### src/rtl/spu_pkg.sv
package spu_pkg;
  typedef enum logic {OP_PROGRAM = 1'b0, OP_ERASE = 1'b1} op_kind_e;
endpackage

### src/rtl/spu_strobe_edge.sv
module spu_strobe_edge (
  input  logic clk_i,
  input  logic rst_ni,
  input  logic chip_sel_i,
  input  logic out_en_i,
  output logic fall_o
);
  logic rd_now, rd_q;
  assign rd_now = chip_sel_i & out_en_i;

  always_ff @(posedge clk_i or negedge rst_ni)
    if (!rst_ni) rd_q <= 1'b0;
    else         rd_q <= rd_now;

  assign fall_o = rd_q & ~rd_now;
endmodule

### src/rtl/spu_op_latch.sv
module spu_op_latch #(
  parameter int DATA_W   = 8,
  parameter int POLL_BIT = 7
) (
  input  logic                clk_i,
  input  logic                rst_ni,
  input  logic                start_i,
  input  logic                op_erase_i,
  input  logic [DATA_W-1:0]   prog_data_i,
  output spu_pkg::op_kind_e   kind_o,
  output logic                prog_bit_o
);
  import spu_pkg::*;

  always_ff @(posedge clk_i or negedge rst_ni)
    if (!rst_ni) begin
      kind_o     <= OP_PROGRAM;
      prog_bit_o <= 1'b0;
    end else if (start_i) begin
      kind_o     <= op_erase_i ? OP_ERASE : OP_PROGRAM;
      prog_bit_o <= prog_data_i[POLL_BIT];
    end

  assert_kind_hold_R9: assert property (@(posedge clk_i) disable iff (!rst_ni)
    !start_i |=> ($stable(kind_o) && $stable(prog_bit_o)));
endmodule

### src/rtl/spu_toggle.sv
module spu_toggle (
  input  logic clk_i,
  input  logic rst_ni,
  input  logic start_i,
  input  logic busy_i,
  input  logic fall_i,
  output logic tgl_o
);
  always_ff @(posedge clk_i or negedge rst_ni)
    if (!rst_ni)               tgl_o <= 1'b0;
    else if (start_i)          tgl_o <= 1'b0;
    else if (busy_i && fall_i) tgl_o <= ~tgl_o;

  assert_tgl_clear_R7: assert property (@(posedge clk_i) disable iff (!rst_ni)
    start_i |=> !tgl_o);
  assert_tgl_flip_R5: assert property (@(posedge clk_i) disable iff (!rst_ni)
    (!start_i && busy_i && fall_i) |=> (tgl_o != $past(tgl_o)));
  assert_tgl_hold_R6: assert property (@(posedge clk_i) disable iff (!rst_ni)
    (!start_i && !(busy_i && fall_i)) |=> $stable(tgl_o));
endmodule

### src/rtl/spu_bus_mux.sv
module spu_bus_mux #(
  parameter int DATA_W     = 8,
  parameter int POLL_BIT   = 7,
  parameter int TOGGLE_BIT = 6
) (
  input  logic              busy_i,
  input  spu_pkg::op_kind_e kind_i,
  input  logic              prog_bit_i,
  input  logic              tgl_i,
  input  logic [DATA_W-1:0] array_data_i,
  output logic [DATA_W-1:0] data_o
);
  import spu_pkg::*;
  logic poll_bit;
  assign poll_bit = (kind_i == OP_ERASE) ? 1'b0 : ~prog_bit_i;

  for (genvar i = 0; i < DATA_W; i++) begin : g_bit
    if (i == POLL_BIT) begin : g_poll
      assign data_o[i] = busy_i ? poll_bit : array_data_i[i];
    end else if (i == TOGGLE_BIT) begin : g_tgl
      assign data_o[i] = busy_i ? tgl_i : array_data_i[i];
    end else begin : g_zero
      assign data_o[i] = busy_i ? 1'b0 : array_data_i[i];
    end
  end
endmodule

### src/rtl/status_poll_unit.sv
module status_poll_unit #(
  parameter int DATA_W     = 8,
  parameter int POLL_BIT   = 7,
  parameter int TOGGLE_BIT = 6
) (
  input  logic              clk_i,
  input  logic              rst_ni,
  input  logic              start_i,
  input  logic              busy_i,
  input  logic              op_erase_i,
  input  logic [DATA_W-1:0] prog_data_i,
  input  logic              chip_sel_i,
  input  logic              out_en_i,
  input  logic [DATA_W-1:0] array_data_i,
  output logic [DATA_W-1:0] data_o
);
  import spu_pkg::*;
  localparam logic [DATA_W-1:0] STATUS_MASK =
    (DATA_W'(1) << POLL_BIT) | (DATA_W'(1) << TOGGLE_BIT);

  logic     fall, tgl, prog_bit;
  op_kind_e kind;

  spu_strobe_edge u_edge (
    .clk_i(clk_i), .rst_ni(rst_ni), .chip_sel_i(chip_sel_i),
    .out_en_i(out_en_i), .fall_o(fall));

  spu_op_latch #(.DATA_W(DATA_W), .POLL_BIT(POLL_BIT)) u_latch (
    .clk_i(clk_i), .rst_ni(rst_ni), .start_i(start_i), .op_erase_i(op_erase_i),
    .prog_data_i(prog_data_i), .kind_o(kind), .prog_bit_o(prog_bit));

  spu_toggle u_tgl (
    .clk_i(clk_i), .rst_ni(rst_ni), .start_i(start_i), .busy_i(busy_i),
    .fall_i(fall), .tgl_o(tgl));

  spu_bus_mux #(.DATA_W(DATA_W), .POLL_BIT(POLL_BIT), .TOGGLE_BIT(TOGGLE_BIT)) u_mux (
    .busy_i(busy_i), .kind_i(kind), .prog_bit_i(prog_bit), .tgl_i(tgl),
    .array_data_i(array_data_i), .data_o(data_o));

  assert_low_zero_R8: assert property (@(posedge clk_i) disable iff (!rst_ni)
    busy_i |-> ((data_o & ~STATUS_MASK) == '0));
  assert_idle_pass_R4: assert property (@(posedge clk_i) disable iff (!rst_ni)
    !busy_i |-> (data_o == array_data_i));
  assert_erase_poll_R3: assert property (@(posedge clk_i) disable iff (!rst_ni)
    (busy_i && kind == OP_ERASE) |-> !data_o[POLL_BIT]);
  assert_prog_poll_R2: assert property (@(posedge clk_i) disable iff (!rst_ni)
    (busy_i && kind == OP_PROGRAM) |-> (data_o[POLL_BIT] == !prog_bit));
endmodule

### config.mk
export PLATFORM = sky130hd
export DESIGN_NAME = status_poll_unit
export DESIGN_NICKNAME = d
export VERILOG_FILES = /design/src/rtl/spu_pkg.sv /design/src/rtl/spu_strobe_edge.sv /design/src/rtl/spu_op_latch.sv /design/src/rtl/spu_toggle.sv /design/src/rtl/spu_bus_mux.sv /design/src/rtl/status_poll_unit.sv
export SDC_FILE = /design/constraint.sdc
export NUM_CORES = 1
export LEC_CHECK = 0
export ABC_AREA = 1
export BUFFER_PORTS_ARGS = -buffer_cell sky130_fd_sc_hd__buf_2
export CORE_AREA = 2 2 39 41
export DETAILED_ROUTE_END_ITERATION = 6
export DIE_AREA = 0 0 41 43
export PLACE_DENSITY_LB_ADDON = 0.08
export SLEW_MARGIN = 15
export SYNTH_ARGS = -nofsm -noshare
export SYNTH_HDL_FRONTEND = slang
export SYNTH_HIERARCHICAL = 1
export SYNTH_SLANG_ARGS = --single-unit
### constraint.sdc
create_clock -name clk_i -period 1 [get_ports clk_i]
set_clock_uncertainty 0.15 [all_clocks]
set_input_delay 0.1 -clock clk_i [delete_from_list [all_inputs] [get_ports clk_i]]
set_output_delay 0.1 -clock clk_i [all_outputs]
set_load 0.05 [all_outputs]
==> results.rst <==
.. list-table::
   :header-rows: 1

   * - Metric
     - Value
   * - Critical path fanouts, max
     - 2
   * - Data required time of the critical path
     - 0.75 ns
   * - Initial cell density of the core
     - 19.5%
   * - Critical Path Sink Type
     - output port
   * - Power density over the cells
     - 1210 mW/mm2
   * - Netlist Area Pre-Place
     - 270 um2
   * - Final design instance area without fill
     - 498 um2
   * - Warnings, synthesis
     - 6
   * - Residual DRC
     - 0
   * - Worst Tran Pin Value
     - 0.253 ns
   * - Number of core rows
     - 14
   * - Synth Area in Compound Gates
     - 3.24%
   * - Buffer depth of the longest clock path
     - 2
   * - Number of hold violations in the final report
     - 1
   * - Drt wl/cell
     - 7.79 um
   * - Setup Crit Path Kind
     - register to output port
   * - Number of filler cells placed in the layout
     - 159
   * - Remaining global-route overflow
     - 0
   * - Crit path launch type
     - register
   * - Minimum setup slack in the final design
     - -0.237 ns
   * - Launching point of the worst reg2reg path
     - u_edge/rd_q
   * - MaxCap Viol Count
     - 0
   * - Routed vias/inst
     - 3.82
   * - Crit path DAT
     - 0.99 ns
   * - Area of the core
     - 0.00138 mm2
   * - Total of flip-flops plus latches after synthesis
     - 4
   * - Most used flip-flop cell after synthesis
     - dfrtp_1
   * - Synthesized-area fraction occupied by adder cells
     - 0%
   * - Most numerous cell types in the synthesized netlist
     - nand2_1 (14), inv_1 (10), nor2_1 (8)
   * - Mean instance size in the synthesized netlist
     - 6.29 um2
   * - Cell accounting for the most synthesized area
     - dfrtp_1
   * - Max incr delay on CP
     - 0.36 ns
   * - Final critical path time including I/O delays and setup
     - 1.24 ns
   * - Post-synthesis cell type count
     - 9
   * - Main combinational cell family by area after synthesis
     - simple AND/OR/NAND/NOR gates
   * - Boundary pin count
     - 31
   * - Share of post-route cells with drive strength above 1
     - 45.3%
   * - Post-route ant nets
     - 0
   * - Final hold slack
     - -0.0130 ns
   * - Share of synthesized registers carrying an async set or reset
     - 100%
   * - Overall power of the completed layout
     - 602 uW
   * - Simple logic cell fraction of the synthesized area
     - 39.4%
   * - Clock insertion delay at the later pin of the skew report
     - 0.23 ns
   * - Setup Total Neg Slack
     - -0.363 ns
   * - Total global-route track usage
     - 9.47%
   * - Final wirelength
     - 709 um
   * - Synth top area share
     - 37.0%
   * - Number of clock sinks seen by CTS
     - 4
   * - Violations in the final reports
     - negative hold slack, negative setup slack
   * - Number of synthesized flops with an enable pin
     - 0
   * - Area of the die
     - 0.00176 mm2
   * - Hold Crit Start
     - start_i
   * - Number of nets in the finished design
     - 100
   * - Leakage
     - 0.000321 uW
   * - Detailed-placement wirelength estimate
     - 526 um
   * - Sequential element share of the synthesized area
     - 37.0%
   * - Wire length of the first global-routing pass
     - 1100 um
   * - Max-slew headroom
     - 83.2%
   * - XOR/XNOR share of the synthesized area
     - 0%
   * - RePlAce Congestion
     - 0.611
   * - Run status
     - complete, but fails checks
   * - Die width
     - 41 um
   * - Clock tree from TritonCTS
     - built
   * - RSZ-0062 raised after global routing
     - yes
   * - Number of port buffers
     - 23
   * - List of cells traversed by the critical path
     - nor2_1 > nand2_1 > nand2_2 > buf_8
   * - Die height
     - 43 um
   * - First-pass iteration count of the detailed router
     - 2
   * - Antenna violations before repair
     - 0
   * - Pin count of the biggest net entering global routing
     - 11
   * - Cell with the most instances after synthesis
     - nand2_1
   * - Net count after synthesis
     - 66
   * - Vias in the first global route
     - 328
   * - Total number of vias
     - 348
   * - Gate count after technology mapping
     - 43
   * - Launching instance or port of the critical path
     - u_latch/prog_bit_o
   * - Proportion of synthesized area in mux cells
     - 0%
   * - Clock root buffer
     - clkbuf_4
   * - Post-placement cell area
     - 402 um2
   * - Worst vdd ir
     - 0.548 mV
   * - Area growth, synth to finish
     - 84.3%
   * - Number of buffer and inverter stages on the critical path
     - 1
   * - Max Clk Rate
     - 0.808 GHz
   * - Clk pin slew, worst setup/hold paths
     - 0.03 ns
   * - Worst path top cell family by delay
     - flip-flops
   * - Ratio of final minimum period to clock period
     - 124%
   * - Number of max-slew violations in the final report
     - 0
   * - CTS H-tree lvls
     - 1
   * - Type of the most critical hold path
     - input pin to register
   * - Top cells by area in the synthesized netlist
     - dfrtp_1 (37%), nand2_1 (19%), inv_1 (14%), nor2_1 (11%), nand2_2 (6.9%)
   * - Diode insertion count for antenna repair
     - 0
   * - Worst path slowest cell
     - dfrtp_1
   * - Finish-stage setup viols
     - 2
   * - Inserted Clock Buffers
     - 3
   * - Iteration-0 DRC count of the detailed router
     - 1
## cells by family after synthesis
kind of cell / after synthesis
and+or+nand+nor: 26
AOI/OAI and AO/OA: 1
buffers and inverters: 12
DFF: 4
## layout make-up
cell class | instances | area (um2) | share of cell area, %
Timing Repair Buffer | 30 | 196 | 39.4
Clock buffer | 3 | 22.5 | 4.52
Inverter | 11 | 43.8 | 8.79
Multi-Input combinational cell | 27 | 115 | 23.1
Tap cell | 16 | 20.0 | 4.02
Sequential cell | 4 | 100 | 20.1
## tightest hold or removal path, stage by stage
cell	delay [ns]
buf_2	0.12
nand2_1	0.05
nand2_1	0.05
## cell usage in the layout, fill, tap and decap left out, drive strengths merged
master and instances:
dlygate4sd3 5, a21oi 1, inv 11, nand3 1, nand2 17, clkbuf 3, buf 25, dfrtp 4
nor2 8
## metrics by stage
step / std cells / setup slack, ns / utilization, %
after floorplan: 43 / -0.132 / -
after global placement: 82 / -0.0889 / 29.0
after detailed placement: 82 / -0.0832 / 29.0
after CTS: 91 / -0.251 / 35.9
after global routing: 91 / -0.296 / 36.0
final: 91 / -0.237 / 36.0
## routing by layer
metal | vias to the layer above | track usage [%] | routed length (um)
met4 | 0 | 8.00 | 0
met2 | 18 | 18.1 | 380
met5 | - | 0 | 0
li1 | 184 | - | -
met1 | 146 | 6.82 | 245
met3 | 0 | 1.57 | 82
## flip-flops by register name, indices dropped and copies added, names as in the netlist
signal	flops
u_tgl/tgl_o	1
u_edge/rd_q	1
u_latch/prog_bit_o	1
u_latch/kind_o	1
## path summary, 6_finish.rpt
kind | depth (start not counted) | slack [ns] | to
min | 3 | -0.01 | u_latch/prog_bit_o
max in group asynchronous | 2 | 0.53 | u_latch/prog_bit_o
min reg2reg | 2 | 0.34 | u_latch/kind_o
max | 4 | -0.24 | data_o[7]
max reg2reg | 6 | 0.09 | u_tgl/tgl_o
min in group asynchronous | 2 | 0.05 | u_edge/rd_q
## report_power, final
part	switching [uW]	internal, uW	total (uW)
Clock	55.6	133	189
Sequential	6.90	177	184
Combinational	137	91.7	229
Total	200	402	602
## repair_timing
action,CTS,global route
cloned,0,0
setup endpoints to repair,2,4
gates resized for setup,4,2
pin swaps,1,3
hold buffers,6,0
setup buffers,0,1
hold endpoints to repair,7,0
Note: power is estimated with default switching activity, not from simulation.
